### src/rtl/pcm_voice_pkg.sv
package pcm_voice_pkg;
  localparam logic [1:0] SEL_SILENCE = 2'd0;
  localparam logic [1:0] SEL_PUSH    = 2'd1;
  localparam logic [1:0] SEL_PER_LO  = 2'd2;
  localparam logic [1:0] SEL_PER_HI  = 2'd3;

  typedef struct packed {
    logic push;
    logic pop;
    logic clear;
  } fifoCmd_t;
endpackage

### src/rtl/pcm_voice_ctrl.sv
module pcm_voice_ctrl
  import pcm_voice_pkg::*;
#(
  parameter int PERIOD_W = 12,
  parameter int VOL_W    = 4
) (
  input  logic             clk,
  input  logic             rst_n,
  input  logic             wrEn,
  input  logic [1:0]       regSel,
  input  logic [7:0]       wrData,
  input  logic             fifoEmpty,
  input  logic             fifoFull,
  output fifoCmd_t         cmd,
  output logic [VOL_W-1:0] volume
);
  localparam int HI_W = PERIOD_W - 8;

  logic [7:0]          pendLo;
  logic [HI_W-1:0]     pendHi;
  logic [PERIOD_W-1:0] periodNext;
  logic [PERIOD_W-1:0] divCnt;
  logic                divDone;

  always_comb begin
    periodNext = {pendHi, pendLo};
    if (wrEn && regSel == SEL_PER_LO) periodNext[7:0] = wrData;
    if (wrEn && regSel == SEL_PER_HI) periodNext[PERIOD_W-1:8] = wrData[HI_W-1:0];
  end

  assign divDone   = (divCnt == '0);
  assign cmd.clear = wrEn && (regSel == SEL_SILENCE);
  assign cmd.push  = wrEn && (regSel == SEL_PUSH) && !fifoFull;
  assign cmd.pop   = !fifoEmpty && divDone && !cmd.clear;

  always_ff @(posedge clk) begin
    if (!rst_n) begin
      pendLo <= '0;
      pendHi <= '0;
      volume <= '0;
      divCnt <= '0;
    end else begin
      pendLo <= periodNext[7:0];
      pendHi <= periodNext[PERIOD_W-1:8];
      if (wrEn && regSel == SEL_PER_HI) volume <= wrData[7 -: VOL_W];
      if (cmd.clear || fifoEmpty || divDone) divCnt <= periodNext;
      else divCnt <= divCnt - 1'b1;
    end
  end
endmodule

### src/rtl/pcm_voice_fifo.sv
module pcm_voice_fifo
  import pcm_voice_pkg::*;
#(
  parameter int DEPTH  = 256,
  parameter int DATA_W = 8,
  parameter int VOL_W  = 4,
  parameter int OUT_W  = DATA_W + VOL_W
) (
  input  logic                    clk,
  input  logic                    rst_n,
  input  fifoCmd_t                cmd,
  input  logic [DATA_W-1:0]       pushData,
  input  logic [VOL_W-1:0]        volume,
  output logic                    fifoEmpty,
  output logic                    fifoFull,
  output logic signed [OUT_W-1:0] sampleOut
);
  localparam int AW = $clog2(DEPTH);

  logic [DATA_W-1:0]        mem [DEPTH];
  logic [AW-1:0]            wrPtr;
  logic [AW-1:0]            rdPtr;
  logic [AW:0]              count;
  logic [DATA_W-1:0]        head;
  logic signed [DATA_W-1:0] headSigned;
  logic signed [OUT_W:0]    product;

  always_ff @(posedge clk) begin
    if (cmd.push) mem[wrPtr] <= pushData;
  end

  always_ff @(posedge clk) begin
    if (!rst_n || cmd.clear) begin
      wrPtr <= '0;
      rdPtr <= '0;
      count <= '0;
    end else begin
      if (cmd.push) wrPtr <= wrPtr + 1'b1;
      if (cmd.pop)  rdPtr <= rdPtr + 1'b1;
      count <= count + {{AW{1'b0}}, cmd.push} - {{AW{1'b0}}, cmd.pop};
    end
  end

  assign fifoEmpty  = (count == '0);
  assign fifoFull   = (count == DEPTH[AW:0]);
  assign head       = mem[rdPtr];
  assign headSigned = $signed({~head[DATA_W-1], head[DATA_W-2:0]});
  assign product    = headSigned * $signed({1'b0, volume});
  assign sampleOut  = fifoEmpty ? '0 : product[OUT_W-1:0];
endmodule

### src/rtl/pcm_voice.sv
module pcm_voice
  import pcm_voice_pkg::*;
#(
  parameter int DEPTH    = 256,
  parameter int PERIOD_W = 12,
  parameter int VOL_W    = 4,
  parameter int OUT_W    = 8 + VOL_W
) (
  input  logic                    clk,
  input  logic                    rst_n,
  input  logic                    wrEn,
  input  logic [1:0]              regSel,
  input  logic [7:0]              wrData,
  output logic [7:0]              status,
  output logic                    active,
  output logic signed [OUT_W-1:0] sampleOut
);
  fifoCmd_t         cmd;
  logic             fifoEmpty;
  logic             fifoFull;
  logic [VOL_W-1:0] volume;

  pcm_voice_ctrl #(.PERIOD_W(PERIOD_W), .VOL_W(VOL_W)) u_ctrl (
    .clk(clk), .rst_n(rst_n), .wrEn(wrEn), .regSel(regSel), .wrData(wrData),
    .fifoEmpty(fifoEmpty), .fifoFull(fifoFull), .cmd(cmd), .volume(volume)
  );

  pcm_voice_fifo #(.DEPTH(DEPTH), .DATA_W(8), .VOL_W(VOL_W), .OUT_W(OUT_W)) u_fifo (
    .clk(clk), .rst_n(rst_n), .cmd(cmd), .pushData(wrData), .volume(volume),
    .fifoEmpty(fifoEmpty), .fifoFull(fifoFull), .sampleOut(sampleOut)
  );

  assign status = {fifoFull, fifoEmpty, 6'b0};
  assign active = !fifoEmpty;
endmodule

### config.mk
export PLATFORM = sky130hd
export DESIGN_NAME = pcm_voice
export DESIGN_NICKNAME = d
export VERILOG_FILES = /design/src/rtl/pcm_voice_pkg.sv /design/src/rtl/pcm_voice_ctrl.sv /design/src/rtl/pcm_voice_fifo.sv /design/src/rtl/pcm_voice.sv
export SDC_FILE = /design/constraint.sdc
export NUM_CORES = 2
export LEC_CHECK = 0
export BUFFER_PORTS_ARGS = -buffer_cell sky130_fd_sc_hd__buf_2
export CAP_MARGIN = 20
export CORE_ASPECT_RATIO = 2
export CORE_MARGIN = 2
export CORE_UTILIZATION = 61
export DETAILED_ROUTE_END_ITERATION = 16
export GPL_TIMING_DRIVEN = 0
export PLACE_DENSITY = 0.77
export SYNTH_ARGS = -nofsm -noshare
export SYNTH_HDL_FRONTEND = slang
export SYNTH_SLANG_ARGS = --single-unit
### constraint.sdc
create_clock -name clk -period 10 [get_ports clk]
set_input_delay 2 -clock clk [delete_from_list [all_inputs] [get_ports clk]]
set_output_delay 2 -clock clk [all_outputs]
set_load 0.05 [all_outputs]
== Word-level counts from Yosys, hierarchy flattened ==
Memories as Yosys holds them, arrays and structs flattened. A register that Yosys moved wholly into a read port is not among the register bits.
Index checks and enable logic that the tools add are counted.

* Flip-flop bits (word level): 53
* Memory bits (writable): 2048
* Memories: 1

{| class="wikitable"
|+ Memories
! name !! depth !! width !! read ports !! clocked after Yosys merged registers in !! wr ports !! line !! text
|-
| u_fifo.mem || 256 || 8 || 1 || 1 || 1 || pcm_voice_fifo.sv:20 || <nowiki>logic [DATA_W-1:0] mem [DEPTH];</nowiki>
|}

* $add $sub $neg: 5
* $mul: 1
* Equality and inequality tests: 4
* Mux-type cells: 8
* Bitwise logic cells: 1
* Reduce and logical (&&, ||, !) cells: 17

{| class="wikitable"
|+ Operators by type and width
! cell !! count
|-
| 12-bit 2-to-1 mux || 2
|-
| 8-bit 2-to-1 mux || 3
|-
| 8-bit by 1-bit adder with 8-bit output, second input constant || 2
|-
| 12-bit zero test || 1
|-
| 8-bit by 5-bit multiplier with 12-bit output || 1
|-
| 12-bit by 1-bit subtractor with 12-bit output, second input constant || 1
|-
| 9-bit by 1-bit adder with 9-bit output || 1
|-
| 9-bit == test, second input constant || 1
|-
| 9-bit zero test || 1
|-
| 9-bit by 1-bit subtractor with 9-bit output || 1
|-
| 1-bit logical AND || 7
|-
| 2-bit == test, second input constant || 2
|-
| 1-bit zero test || 4
|-
| 4-bit 2-to-1 mux || 1
|-
| 1-bit logical OR || 3
|-
| 2-bit by 1-bit == test with 1-bit output, second input constant || 1
|-
| 2-bit zero test || 1
|-
| 1-bit 2-to-1 mux || 2
|-
| 1-bit NOT || 1
|}

== Longest topological paths before layout ==
* Word-level depth: 6
* Depth in mapped cells: 25
* Gate-level depth less buffers: 21

== Modules after synthesis ==
From an unflattened synthesis, not the netlist that was laid out.

* Cell total of the unflattened synthesis: 3789
* Area, all modules: 83028.4 um^2

{| class="wikitable"
|+ By module, submodules not included
! module !! instances !! cells an instance !! area each (um^2) !! seq. area each (um^2)
|-
| pcm_voice_fifo || 1 || 3653 || 81663.3 || 62159.6
|-
| pcm_voice_ctrl || 1 || 126 || 1297.5 || 560.5
|-
| pcm_voice || 1 || 10 || 67.6 || 0.0
|}

== Worst setup path before layout ==
OpenSTA, ideal clock, no wires.

* Path kind: register to output
* Start: register with a tool-made name
* End: output port sampleOut[11]
* Data arrival time: 6.512 ns
* Setup slack: 1.488 ns
* Stages on the path, launching flop included: 25
* Path buffers: 4
* Cells stage by stage: dfxtp_1 clkbuf_1 buf_2 buf_1 buf_1 mux4_2 mux4_2 mux4_2 a22oi_1 nand2_1 and2_1 ha_1 inv_1 fa_1 fa_1 inv_1 ha_1 a21oi_1 o21bai_1 a21oi_1 o21ai_0 nand3_1 nand2_1 nand3_1 nor3b_1

{| class="wikitable"
|+ RTL lines
! item !! line !! text
|-
| end, declared || pcm_voice.sv:16 || <nowiki>output logic signed [OUT_W-1:0] sampleOut</nowiki>
|}

==> results.tsv <==
metric	value	unit
status	complete, but fails checks	
violations	negative setup slack	
initialDrtViolationCount	7137	
worstHoldPathCells	1	
root_buffer	clkbuf_16	
drive_gt1_share	26.9	%
drt-vias-per-instance	7.49	
synth_edf_count	2048	
worstPathRequired	8.00	ns
fin_skew	0.0495	ns
min_from	u_ctrl.divCnt[0]	
dp_hpwl	178	mm
ys_seq_area_share	75.8	%
fin_nets	4071	
total_power	19800	uW
core_area	0.135	sq mm
ir_worst_vdd	157	uV
pwr-share-seq	49.2	%
r2r-end	u_fifo.mem[126][4]	
instances_no_fill	5874	
final_common_cell	edfxtp_1	
grt_pass1_wl	367	mm
start_util	61.2	%
cts_inserted_buffers	170	
synth_xor_area_share	0.402	%
setup_viol	1	
fp.dieW	264	microns
max_freq	99.2	MHz
p_per_area	216	mW/mm^2
syn_area	0.0827	sq mm
dp_slack	0.0336	ns
syn_area_per_cell	22.1	sq um
reg2reg_depth	13	
cts_tree	yes	
die_y	525	microns
synth_cell_types	53	
cp_top_family	buffers and inverters	
internal_power	14600	uW
grt_overflow	0	
end_kind	primary output	
hold_path.class	reg2reg	
p_sw_share	26.3	%
synthMuxAreaShare	18.0	%
cts.sinks	2109	
critPathBufInv	8	
grt_max_degree	163	
antenna_found_initial	19	
synth_top_family_by_area	multiplexers	
grt_pass1_vias	43836	
clk_latency	0.88	ns
fin_crit_sh	101	%
synth_fa_ha_area_share	1.00	%
wirelength	273	mm
combPwrFrac	17.1	%
crit_fanout	10	
hold_end	u_ctrl.divCnt[0]	
fill_cells	7880	
routabilityCongestion	1.01	
hold_viol_final	0	
dp_cells	5569	
placementRows	191	
r2r_slack	4.89	ns
r2r_start	u_fifo.count[4]	
relSlewSlack	14.1	%
io_pins	34	
drc	0	
clockBufferDepth	4	
syn2layout_area_growth	11.2	%
synth_seq_cells	2109	
tightest_slew	1.29	ns
yosysWarnings	0	
io_buffers	27	
slowest_delay	0.64	ns
final_cell_mix	edfxtp_1, mux4_2, nor2_1	
synth_compound_area_share	0.843	%
power_switching	5210	uW
drtAntennaViolNets	0	
wl_per_cell	46.5	microns
die-area	0.139	sq mm
clk_pin_slew_worst_paths	0.07	ns
first_pass_iters	8	
finalCriticalPeriod	10.08	ns
p_clk_share	33.7	%
leakagePower	0.0282	uW
async_flop_share	0	%
grt_usage	40.5	%
path_class	reg2out	
htree_levels	4	
finalMaxSlewViolations	0	
synth-simple-area-share	2.50	%
fin_ws	-0.0792	ns
cp.arrival	8.08	ns
startpoint_type	flop	
syn-instance-count	3743	
cap_viol_max_count	0	
vias	43971	
synth_ff_type	edfxtp_1	
cp_slowest_cell	mux4_2	
[through the flow]
step	util [%]	setup TNS, ns	hold WS [ns]	area, sq um
floorplan	-	0	0.458	82700
global placement	63.0	-1.98	0.477	85000
detailed placement	63.9	0	0.487	86200
CTS	67.9	0	0.503	91700
global route	68.0	-0.269	0.513	91900
finish	68.1	-0.0792	0.508	91900
[cell type report]
class,instances,area (sq um),area share (%)
plain buffers,205,1270,1.38
clock inverters,79,790,0.859
clock buffers,212,4470,4.87
repair buffers,87,1360,1.48
multi-input cells,1368,18900,20.5
diodes,16,40.0,0.0436
well taps,1737,2170,2.36
inverters,61,229,0.249
flip-flops and latches,2109,62700,68.2
[how the worst max path moves through the flow]
stage / slack (ns) / start / cells after the start / end
CTS: 0.003 / flop / 22 / sampleOut[11]
finish: -0.08 / flop / 26 / sampleOut[10]
global placement: -0.63 / flop / 25 / sampleOut[11]
global route: -0.16 / flop / 27 / sampleOut[10]
floorplan: 1.49 / flop / 24 / sampleOut[11]
detailed placement: 0.03 / flop / 25 / sampleOut[11]
[power groups by stage]
stage / sequential [uW] / combinational [uW] / clock [uW]
3_5_place_dp: 9950 / 3140 / 0
6_report: 9760 / 3380 / 6680
5_1_grt: 9760 / 3390 / 6900
3_3_place_gp: 9980 / 3080 / 0
4_1_cts: 9760 / 3200 / 6630
2_1_floorplan: 9940 / 1840 / 0
[sequential cells by signal, summed over array words and instances (netlist names), named ones only]
signal,cells
u_fifo.mem,2048
u_ctrl.divCnt,12
u_fifo.count,9
u_ctrl.pendLo,8
u_fifo.rdPtr,8
u_fifo.wrPtr,8
u_ctrl.pendHi,4
u_ctrl.volume,4
[synth_stat cells, drive strengths merged (5+ instances only)]
master  count  share of area [%]
nor3b       6              0.061
and3        7              0.053
buf        93               0.60
inv        61               0.28
o221ai      5              0.053
or3         6              0.045
edfxtp   2048                 74
o21ai       7              0.042
and2       27               0.20
mux4      646                 18
fa         17               0.41
nor3        7              0.042
a21oi      29               0.18
nor2      325                1.5
nor2b      14               0.11
nand2      65               0.30
clkbuf    117               0.53
nand3      14              0.085
a22oi      35               0.32
o31ai       7              0.070
mux2i      33               0.40
dfxtp      61                1.5
ha         39               0.59
o21bai      5              0.045
xor2       23               0.24
xnor2      15               0.16
[kinds of logic after synthesis]
family | count (synthesis)
flip-flops | 2109
multiplexers | 679
AND/OR/NAND/NOR | 487
buffers and inverters | 271
AO/OA/AOI/OAI | 102
adder cells (fa/ha/maj) | 56
XOR/XNOR | 38
other | 1
[worst reg2reg max path: stages (launching register included)]
cell	delay, ns
dfxtp_1	0.34
inv_1	0.07
ha_1	0.19
nand4b_1	0.14
nor2_1	0.06
and2_1	0.25
nor4bb_1	0.63
clkbuf_1	0.55
and3_1	0.24
clkbuf_1	0.23
nand2_1	0.60
clkbuf_1	0.41
buf_8	0.23
nor2_1	0.79
[repair_timing]
item,CTS,global route
resized for setup,77,79
setup endpoints to repair,6,5
buffers inserted,0,0
hold buffers,0,0
hold endpoints to repair,0,0
[routing by layer]
layer / vias to the layer above / global-route usage [%] / share of wire (%)
met5: - / 0 / 0.049
met4: 10 / 42.8 / 14
li1: 15993 / - / -
met3: 1409 / 13.2 / 12
met2: 4308 / 63.9 / 48
met1: 22251 / 40.5 / 26
Power figures use the tool's default switching activity.
